--- config.mk ---
export PLATFORM = sky130hd
export DESIGN_NAME = spi_cs_seq
export DESIGN_NICKNAME = d
export VERILOG_FILES = /design/src/rtl/spi_cs_seq_pkg.sv /design/src/rtl/spi_cs_seq_mode.sv /design/src/rtl/spi_cs_seq_gap.sv /design/src/rtl/spi_cs_seq_line.sv /design/src/rtl/spi_cs_seq.sv
export SDC_FILE = /design/constraint.sdc
export NUM_CORES = 1
export LEC_CHECK = 0
export ABC_AREA = 0
export BUFFER_PORTS_ARGS = -buffer_cell sky130_fd_sc_hd__buf_2
export CELL_PAD_IN_SITES_DETAIL_PLACEMENT = 0
export CELL_PAD_IN_SITES_GLOBAL_PLACEMENT = 1
export CORE_UTILIZATION = 41
export CTS_BUF_LIST = sky130_fd_sc_hd__clkbuf_16
export CTS_CLUSTER_DIAMETER = 150
export DETAILED_ROUTE_END_ITERATION = 8
export GPL_TIMING_DRIVEN = 0
export PLACE_DENSITY_LB_ADDON = 0.1
export SLEW_MARGIN = 40
export SYNTH_ARGS = -nofsm -noshare
export SYNTH_HDL_FRONTEND = slang
export SYNTH_SLANG_ARGS = --single-unit
--- constraint.sdc ---
create_clock -name clk -period 3.6 [get_ports clk]
set_input_delay 0.72 -clock clk [delete_from_list [all_inputs] [get_ports clk]]
set_output_delay 0.72 -clock clk [all_outputs]
set_load 0.005 [all_outputs]
--- src/rtl/spi_cs_seq_pkg.sv ---
package spi_cs_seq_pkg;

   typedef enum logic {
      SEL_SW   = 1'b0,
      SEL_AUTO = 1'b1
   } sel_mode_e;

   function automatic logic line_level(input logic selected);
      return ~selected;
   endfunction

endpackage

--- src/rtl/spi_cs_seq_mode.sv ---
module spi_cs_seq_mode
   import spi_cs_seq_pkg::*;
(
   input  logic      clk,
   input  logic      rst_n,
   input  logic      auto_req,
   input  logic      start_acc,
   input  logic      pkt_end,
   output logic      busy_o,
   output sel_mode_e mode_o,
   output sel_mode_e eff_o
);

   logic      busy_q;
   sel_mode_e mode_q;
   sel_mode_e eff;

   // the mode is sampled only outside a packet
   always_comb begin
      eff = busy_q ? mode_q : sel_mode_e'(auto_req);
   end

   always_ff @(posedge clk or negedge rst_n) begin
      if (!rst_n) begin
         mode_q <= SEL_SW;
         busy_q <= 1'b0;
      end else begin
         mode_q <= eff;
         if (start_acc) begin
            busy_q <= 1'b1;
         end else if (pkt_end) begin
            busy_q <= 1'b0;
         end
      end
   end

   assign busy_o = busy_q;
   assign mode_o = mode_q;
   assign eff_o  = eff;

endmodule

--- src/rtl/spi_cs_seq_gap.sv ---
module spi_cs_seq_gap #(
   parameter int CNT_W = 8
) (
   input  logic             clk,
   input  logic             rst_n,
   input  logic             line_hi,
   input  logic [CNT_W-1:0] gap_cfg,
   output logic             gap_met
);

   localparam int CMP_W = CNT_W + 1;
   localparam logic [CNT_W-1:0] CNT_MAX = {CNT_W{1'b1}};

   generate
      if (CNT_W < 1 || CNT_W > 24) begin : g_bad_width
         $error("spi_cs_seq_gap: CNT_W out of range");
      end
   endgenerate

   // cycles the line has already been high before the current one
   logic [CNT_W-1:0] hi_q;
   logic [CMP_W-1:0] hi_incl;

   always_ff @(posedge clk or negedge rst_n) begin
      if (!rst_n) begin
         hi_q <= CNT_MAX;
      end else if (!line_hi) begin
         hi_q <= '0;
      end else if (hi_q != CNT_MAX) begin
         hi_q <= hi_q + 1'b1;
      end
   end

   always_comb begin
      hi_incl = {1'b0, hi_q} + CMP_W'(1);
      gap_met = hi_incl >= {1'b0, gap_cfg};
   end

endmodule

--- src/rtl/spi_cs_seq_line.sv ---
module spi_cs_seq_line
   import spi_cs_seq_pkg::*;
(
   input  logic      clk,
   input  logic      rst_n,
   input  sel_mode_e eff,
   input  logic      start_acc,
   input  logic      busy,
   input  logic      pkt_end,
   input  logic      sw_level,
   output logic      cs_n_o
);

   logic cs_q;
   logic cs_d;

   always_comb begin
      if (eff == SEL_SW) begin
         cs_d = sw_level;
      end else if (start_acc) begin
         cs_d = line_level(1'b1);
      end else if (busy && !pkt_end) begin
         cs_d = line_level(1'b1);
      end else begin
         cs_d = line_level(1'b0);
      end
   end

   always_ff @(posedge clk or negedge rst_n) begin
      if (!rst_n) begin
         cs_q <= 1'b1;
      end else begin
         cs_q <= cs_d;
      end
   end

   assign cs_n_o = cs_q;

endmodule

--- src/rtl/spi_cs_seq.sv ---
module spi_cs_seq
   import spi_cs_seq_pkg::*;
#(
   parameter int CNT_W = 8
) (
   input  logic             clk,
   input  logic             rst_n,
   input  logic             auto_mode,
   input  logic             sw_level,
   input  logic [CNT_W-1:0] gap_count,
   input  logic             pkt_start,
   input  logic             pkt_end,
   output logic             cs_n,
   output logic             ready
);

   logic      busy_q;
   sel_mode_e mode_q;
   sel_mode_e eff_mode;
   logic      gap_met;
   logic      start_acc;

   spi_cs_seq_mode u_mode (
      .clk       (clk),
      .rst_n     (rst_n),
      .auto_req  (auto_mode),
      .start_acc (start_acc),
      .pkt_end   (pkt_end),
      .busy_o    (busy_q),
      .mode_o    (mode_q),
      .eff_o     (eff_mode)
   );

   spi_cs_seq_gap #(.CNT_W(CNT_W)) u_gap (
      .clk     (clk),
      .rst_n   (rst_n),
      .line_hi (cs_n),
      .gap_cfg (gap_count),
      .gap_met (gap_met)
   );

   spi_cs_seq_line u_line (
      .clk       (clk),
      .rst_n     (rst_n),
      .eff       (eff_mode),
      .start_acc (start_acc),
      .busy      (busy_q),
      .pkt_end   (pkt_end),
      .sw_level  (sw_level),
      .cs_n_o    (cs_n)
   );

   always_comb begin
      if (busy_q) begin
         ready = 1'b0;
      end else if (eff_mode == SEL_SW) begin
         ready = 1'b1;
      end else begin
         ready = cs_n && gap_met;
      end
      start_acc = pkt_start && ready;
   end

endmodule

==> results of run 1 <==
==> state kept, by name, indices dropped and copies added (netlist names) <==
| register | cells |
|---|---|
| u_gap.hi_q | 8 |
| u_mode.mode_o | 1 |
| u_line.cs_n_o | 1 |
| u_mode.busy_o | 1 |
==> cells in the mapped netlist (2+ instances only) <==
| cell | n | area [um^2] |
|---|---|---|
| sky130_fd_sc_hd__a21oi_1 | 2 | 10.0 |
| sky130_fd_sc_hd__nor2b_1 | 4 | 25.0 |
| sky130_fd_sc_hd__dfrtp_1 | 2 | 50.1 |
| sky130_fd_sc_hd__xnor2_1 | 5 | 43.8 |
| sky130_fd_sc_hd__a21o_1 | 2 | 15.0 |
| sky130_fd_sc_hd__nor2_1 | 2 | 7.51 |
| sky130_fd_sc_hd__ha_1 | 9 | 113 |
| sky130_fd_sc_hd__xor2_1 | 2 | 17.5 |
| sky130_fd_sc_hd__nand2_1 | 5 | 18.8 |
| sky130_fd_sc_hd__dfstp_2 | 9 | 236 |
| sky130_fd_sc_hd__inv_1 | 9 | 33.8 |
| sky130_fd_sc_hd__o21a_1 | 5 | 37.5 |
==> worst paths after layout <==
kind                                            from  slack, ns                   endpoint  cells past startpoint
min in group clk             u_mode.mode_o$_DFF_PN0_       0.51    u_mode.mode_o$_DFF_PN0_                      1
max                        u_gap.hi_q[0]$_DFFE_PN1P_       0.25                      ready                      9
min                                            rst_n       0.35    u_mode.mode_o$_DFF_PN0_                      1
max in group asynchronous                      rst_n       3.00  u_gap.hi_q[4]$_DFFE_PN1P_                      1
min reg2reg                  u_mode.mode_o$_DFF_PN0_       0.51    u_mode.mode_o$_DFF_PN0_                      1
max reg2reg                u_gap.hi_q[0]$_DFFE_PN1P_       1.24  u_mode.busy_o$_DFFE_PN0P_                      9
==> worst max-delay path, stage by stage, from the launching register on <==
cell and delay, ns:
sky130_fd_sc_hd__dfstp_2 0.56, sky130_fd_sc_hd__ha_1 0.21, sky130_fd_sc_hd__and4_4 0.26, sky130_fd_sc_hd__nand2_1 0.08
sky130_fd_sc_hd__xnor2_1 0.15, sky130_fd_sc_hd__ha_1 0.30, sky130_fd_sc_hd__and3_2 0.19, sky130_fd_sc_hd__nand4_1 0.19
sky130_fd_sc_hd__a311oi_2 0.31, sky130_fd_sc_hd__buf_2 0.15
==> cells in the final DEF (no fill, tap or decap), types with 2 or more instances in the layout <==
| master | netlist | routed |
|---|---|---|
| sky130_fd_sc_hd__inv_1 | 9 | 10 |
| sky130_fd_sc_hd__xnor2_1 | 5 | 5 |
| sky130_fd_sc_hd__xor2_1 | 2 | 2 |
| sky130_fd_sc_hd__ha_1 | 9 | 9 |
| sky130_fd_sc_hd__a21oi_1 | 2 | 2 |
| sky130_fd_sc_hd__dfstp_2 | 9 | 9 |
| sky130_fd_sc_hd__o21a_1 | 5 | 5 |
| sky130_fd_sc_hd__nor2_1 | 2 | 2 |
| sky130_fd_sc_hd__buf_2 | 0 | 15 |
| sky130_fd_sc_hd__clkbuf_16 | 0 | 3 |
| sky130_fd_sc_hd__nor2b_1 | 4 | 4 |
| sky130_fd_sc_hd__nand2_1 | 5 | 5 |
| sky130_fd_sc_hd__dfrtp_1 | 2 | 2 |
| sky130_fd_sc_hd__a21o_1 | 2 | 2 |
==> kinds of logic (layout without fill, tap and decap cells) <==
kind of cell,after synthesis,after routing,share of synthesized area
AO/OA/AOI/OAI,17,17,0.166
XOR/XNOR,7,7,0.0753
adder cells (fa/ha/maj),9,9,0.138
buffers and inverters,10,29,0.0476
flip-flops,11,11,0.352
multiplexers,2,2,0.0261
AND/OR/NAND/NOR,23,23,0.195
==> power by group through the flow <==
stage	clock (mW)	combinational (mW)	sequential, mW
2_1_floorplan	0	0.117	0.186
3_3_place_gp	0	0.150	0.190
3_5_place_dp	0	0.155	0.191
4_1_cts	0.193	0.157	0.190
5_1_grt	0.199	0.178	0.193
6_report	0.192	0.154	0.190
==> layer usage <==
layer / vias to the layer above / GRT usage / wire (um) / part of all wire
met5: - / 0 / 0 / 0
met4: 0 / 0.0706 / 10 / 0.0076
met3: 2 / 0.0235 / 47 / 0.036
met2: 14 / 0.258 / 607 / 0.46
met1: 273 / 0.172 / 655 / 0.50
li1: 319 / - / - / -
==> cell type report <==
type                    count  area, um^2
clock inverters             1        3.75
well taps                  25        31.3
fillers                   182         802
inverters                   9        33.8
multi-input cells          58         489
clock buffers               3        75.1
flip-flops and latches     11         287
repair buffers             15        75.1
plain buffers               1        5.00
==> results.py, run 1 <==
metrics = {
    "drt": {
        "post-route-drc-count": 0,
        "wire_per_inst_um": 10.7,
        "drt-pass1-iter-count": 3,
        "detail_route.iter0.violations": 1,
        "drt-vias-per-instance": 4.94,
        "vias": 608,
        "ant_nets": 0,
        "postRouteWirelength_mm": 1.32,
    },
    "placement": {
        "port_buffers": 15,
        "place.gp.congestion": 0.678,
        "post_dp_cell_area_um2": 921,
        "post-place-cells": 119,
        "hpwlAfterDp_mm": 1.11,
        "dp_slack_ns": 0.498,
    },
    "global_route": {
        "first_global_vias": 538,
        "global_route_congestion_overflow_total": 0,
        "global_route_wire_length_before_repair_mm": 2.21,
        "antenna_found_initial": 0,
        "grt_use_total": 0.148,
        "pin_count_of_the_biggest_net_entering_global_routing": 12,
    },
    "pwr": {
        "power.ir.vdd_worst_mv": 0.367,
        "power.clock.fraction": 0.358,
        "design_internal_power_uw": 389,
        "switching_power_uw": 146,
        "design_power_total_uw": 535,
        "power.share.switching": 0.273,
        "static-leakage-power_nw": 0.536,
        "cellPowerDensity_mw_per_mm2": 536,
        "seq_power_share": 0.354,
        "p_comb_frac": 0.288,
    },
    "timing": {
        "period_needed_ns": 3.35,
        "slew_headroom": 0.840,
        "report.final.setup_viol": 0,
        "setup_ws_ns": 0.247,
        "totalNegativeSetupSlack_ns": 0,
        "min_period_over_period": 0.931,
        "hold_viol_final": 0,
        "worst-slew-pin-transition_ns": 0.239,
        "clock.fmax_mhz": 298,
        "holdWs_ns": 0.346,
        "rsz0062_at_grt": "no",
        "timing.clock.skew_ns": 0.000415,
        "slew_viol_final": 0,
    },
    "die": {
        "floorplan.initialDensity": 0.452,
        "design.die.area_mm2": 0.00217,
        "floorplan.core_area_mm2": 0.00180,
        "die-height_um": 46.6,
        "number_of_primary_i_o_pins": 16,
        "placement_rows": 15,
        "die_w_um": 46.6,
    },
    "synthesis": {
        "synth-seq-area-share": 0.352,
        "post_synth_inst_count": 79,
        "async_flop_share": 1.00,
        "synthesis.area_per_instance_um2": 10.3,
        "synth-seq-cells": 11,
        "synthesis.nets": 102,
        "synthDistinctLibCells": 35,
        "yosysWarningCount": 0,
        "synth_ff_type": "sky130_fd_sc_hd__dfstp_2",
        "synth.cell_area_um2": 815,
        "synth_edf_count": 0,
    },
    "cts": {
        "numClockSinks": 11,
        "cts_tree": "built",
        "hold_buffers": 0,
        "clock_path_buffers": 2,
        "postCtsResizedCells": 0,
        "clk_pin_slew_ns": 0.04,
        "worst_skew_pair.late_latency_ns": 0.23,
        "postCtsSetupRepairBufs": 0,
        "library_cell_used_as_clock_root_buffer": "sky130_fd_sc_hd__clkbuf_16",
        "cts-buffers-inserted": 3,
        "htreeDepth": 1,
    },
    "finish": {
        "syn_to_final_growth_pct": 22.7,
        "fin_cells": 123,
        "layout.core_utilization": 0.555,
        "final_layout_size_suffix_gt1_frac": 0.398,
        "num-nets-final": 122,
        "insertedDiodeCount": 0,
        "design_area_final_um2": 1000,
    },
    "flow_run": {
        "maxCapViolCount": 0,
    },
    "critical_path": {
        "crit_arrival_ns": 2.63,
        "critical_path.endpoint_type": "output port",
        "critical_path.startpoint_type": "flip-flop",
        "criticalPathCategory": "reg2out",
        "critical_path.max_fanout": 5,
        "critical_path_required_ns": 2.88,
    },
    "hold_path": {
        "min-delay-path-class": "in2async",
    },
    "outcome": {
        "status": "completed",
    },
}
(Power assumes the default switching activity.)
==> run 2: changes to the inputs <==
ABC_AREA = 1   (was 0)
CORE_ASPECT_RATIO = 0.9   (was not set)
CORE_UTILIZATION = 38   (was 41)
==> run 2 against run 1 <==
  * Maximum frequency grew 11%
  * Final area shrank 3.5%
  * Largest cell class unchanged
  * Synthesized cell count grew 29%
  * Cell count grew 19%
  * Total power shrank 6.1%
  * Highest routed layer is now met3
==> results.py, run 2 <==
metrics = {
    "critical_path": {
        "register_to_register_path_setup_slack_ns": 1.42,
        "critical_path.max_fanout": 5,
        "worst_r2r_endpoint": "u_mode.busy_o$_DFFE_PN0P_",
        "crit_startpoint": "u_gap.hi_q[0]$_DFFE_PN1P_",
        "setup.worst_path.end": "ready",
        "critical_path_required_ns": 2.88,
        "critical_path.startpoint_type": "flip-flop",
        "crit_arrival_ns": 2.30,
        "critical_path.endpoint_type": "output port",
        "r2r.worst_path.cells": 13,
        "worstReg2RegStart": "u_gap.hi_q[0]$_DFFE_PN1P_",
        "criticalPathCategory": "reg2out",
    },
    "global_route": {
        "antenna_found_initial": 0,
        "grt_use_total": 0.143,
        "first_global_vias": 562,
        "global_route_congestion_overflow_total": 0,
        "pin_count_of_the_biggest_net_entering_global_routing": 12,
        "global_route_wire_length_before_repair_mm": 2.31,
    },
    "timing": {
        "timing.clock.skew_ns": 0.00185,
        "worst-slew-pin-transition_ns": 0.233,
        "slew_viol_final": 0,
        "totalNegativeSetupSlack_ns": 0,
        "min_period_over_period": 0.839,
        "hold_viol_final": 0,
        "slew_headroom": 0.843,
        "clock.fmax_mhz": 331,
        "period_needed_ns": 3.02,
        "report.final.setup_viol": 0,
        "rsz0062_at_grt": "no",
    },
    "finish": {
        "final_cell_mix": "sky130_fd_sc_hd__nand2_1, sky130_fd_sc_hd__inv_1, sky130_fd_sc_hd__buf_2",
        "mostFrequentLayoutCell": "sky130_fd_sc_hd__nand2_1",
        "fin_cells": 146,
        "num-nets-final": 145,
        "insertedDiodeCount": 0,
        "final_layout_size_suffix_gt1_frac": 0.298,
        "syn_to_final_growth_pct": 23.8,
        "largest_reg_flops": 8,
        "largest_register": "u_gap.hi_q",
    },
    "pwr": {
        "design_internal_power_uw": 358,
        "power.clock.fraction": 0.390,
        "switching_power_uw": 145,
        "static-leakage-power_nw": 0.570,
        "power.share.switching": 0.289,
        "power.ir.vdd_worst_mv": 0.481,
        "cellPowerDensity_mw_per_mm2": 521,
        "seq_power_share": 0.362,
        "p_comb_frac": 0.249,
    },
    "synthesis": {
        "synthesis.nets": 125,
        "synth_top_area_share": 0.303,
        "synth-seq-cells": 11,
        "synthesis.area_per_instance_um2": 7.64,
        "synth-seq-area-share": 0.368,
        "async_flop_share": 1.00,
        "yosysWarningCount": 0,
        "yosysMostFrequentCell": "sky130_fd_sc_hd__nand2_1",
        "post_synth_inst_count": 102,
        "synth_ff_type": "sky130_fd_sc_hd__dfstp_2",
        "synth_edf_count": 0,
        "synthTopCellsByArea": "sky130_fd_sc_hd__dfstp_2, sky130_fd_sc_hd__ha_1, sky130_fd_sc_hd__nand2_1",
        "synthDistinctLibCells": 16,
        "synth_commonest_cells": "sky130_fd_sc_hd__nand2_1, sky130_fd_sc_hd__inv_1, sky130_fd_sc_hd__dfstp_2, sky130_fd_sc_hd__ha_1, sky130_fd_sc_hd__nor2_1",
        "synth.cell_area_um2": 779,
        "synth_top_cell_by_area": "sky130_fd_sc_hd__dfstp_2",
    },
    "hold_path": {
        "min-delay-path-class": "in2async",
    },
    "cts": {
        "hold_buffers": 0,
        "library_cell_used_as_clock_root_buffer": "sky130_fd_sc_hd__clkbuf_16",
        "cts_tree": "built",
        "worst_skew_pair.late_latency_ns": 0.23,
        "postCtsResizedCells": 0,
        "cts-buffers-inserted": 3,
        "htreeDepth": 1,
        "postCtsSetupRepairBufs": 0,
        "clk_pin_slew_ns": 0.04,
        "clock_path_buffers": 2,
        "numClockSinks": 11,
    },
    "placement": {
        "post-place-cells": 142,
        "port_buffers": 15,
        "place.gp.congestion": 0.712,
        "hpwlAfterDp_mm": 1.11,
    },
    "drt": {
        "wire_per_inst_um": 9.22,
        "ant_nets": 0,
        "drt-pass1-iter-count": 4,
        "detail_route.iter0.violations": 4,
        "post-route-drc-count": 0,
        "postRouteWirelength_mm": 1.35,
        "drt-vias-per-instance": 4.42,
        "vias": 645,
    },
    "flow_run": {
        "maxCapViolCount": 0,
    },
    "die": {
        "floorplan.core_area_mm2": 0.00191,
        "floorplan.initialDensity": 0.407,
        "placement_rows": 15,
        "die_w_um": 49.7,
        "design.die.area_mm2": 0.00224,
        "number_of_primary_i_o_pins": 16,
        "die-height_um": 45.0,
    },
    "outcome": {
        "status": "completed",
    },
}
## run 2: changes by cell type after synthesis, sizes merged, moves of 5 or more
cell / delta
inv: +14
nand2: +26
nand3: +5
nor2: +6
nor2b: -5
o21a: -5
xnor2: -5
## run 2: stage by stage
stage	worst slack, ns	instance area (um^2)	total power, mW	utilization	hold slack (ns)
global placement	0.793	886	0.305	0.463	0.492
finish	0.581	965	0.503	0.504	0.344
global route	0.296	965	0.542	0.504	0.362
CTS	0.563	965	0.510	0.504	0.343
detailed placement	0.820	886	0.310	0.463	0.499
floorplan	1.11	779	0.269	-	0.424
## run 2: area by class of cell
type / count / area (um^2)
clock buffers: 3 / 75.1
clock inverters: 1 / 3.75
fillers: 221 / 950
inverters: 23 / 86.3
multi-input cells: 68 / 407
flip-flops and latches: 11 / 287
well taps: 25 / 31.3
repair buffers: 15 / 75.1
## run 2: metal layers
layer | vias up | track usage | routed length, um
li1 | 348 | - | -
met1 | 286 | 0.194 | 709
met2 | 11 | 0.222 | 579
met3 | 0 | 0.0606 | 57
met4 | 0 | 0.0171 | 0
met5 | - | 0 | 0
## run 2: power by group through the flow
stage / clock network (mW) / registers (mW) / logic (mW)
6_report: 0.196 / 0.182 / 0.125
5_1_grt: 0.203 / 0.185 / 0.153
4_1_cts: 0.200 / 0.182 / 0.128
3_5_place_dp: 0 / 0.183 / 0.127
3_3_place_gp: 0 / 0.182 / 0.123
2_1_floorplan: 0 / 0.177 / 0.0928
## run 2: logic make-up after synthesis
family          share of synthesized area
simple gates                        0.278
fa+ha+maj                           0.144
flops                               0.368
buf+inv                             0.111
compound gates                     0.0546
xor+xnor                           0.0449
## run 2: worst max-delay path, stage by stage, from the launching register on
cell                      delay (ns)
sky130_fd_sc_hd__dfstp_2        0.56
sky130_fd_sc_hd__ha_1           0.20
sky130_fd_sc_hd__nand3_2        0.11
sky130_fd_sc_hd__nor2_2         0.13
sky130_fd_sc_hd__xor2_1         0.23
sky130_fd_sc_hd__ha_1           0.28
sky130_fd_sc_hd__a21oi_1        0.14
sky130_fd_sc_hd__nand2_1        0.07
sky130_fd_sc_hd__nand2_1        0.05
sky130_fd_sc_hd__nand2_1        0.04
sky130_fd_sc_hd__nand2_1        0.06
sky130_fd_sc_hd__nand2_2        0.06
sky130_fd_sc_hd__buf_2          0.12
## run 2: worst min path at each step
stage                                   start                        end
detailed placement  u_gap.hi_q[1]$_DFFE_PN1P_  u_gap.hi_q[1]$_DFFE_PN1P_
global placement    u_gap.hi_q[1]$_DFFE_PN1P_  u_gap.hi_q[1]$_DFFE_PN1P_
CTS                                     rst_n    u_mode.mode_o$_DFF_PN0_
floorplan                               rst_n  u_mode.busy_o$_DFFE_PN0P_
global route                            rst_n    u_mode.mode_o$_DFF_PN0_
finish                                  rst_n    u_mode.mode_o$_DFF_PN0_
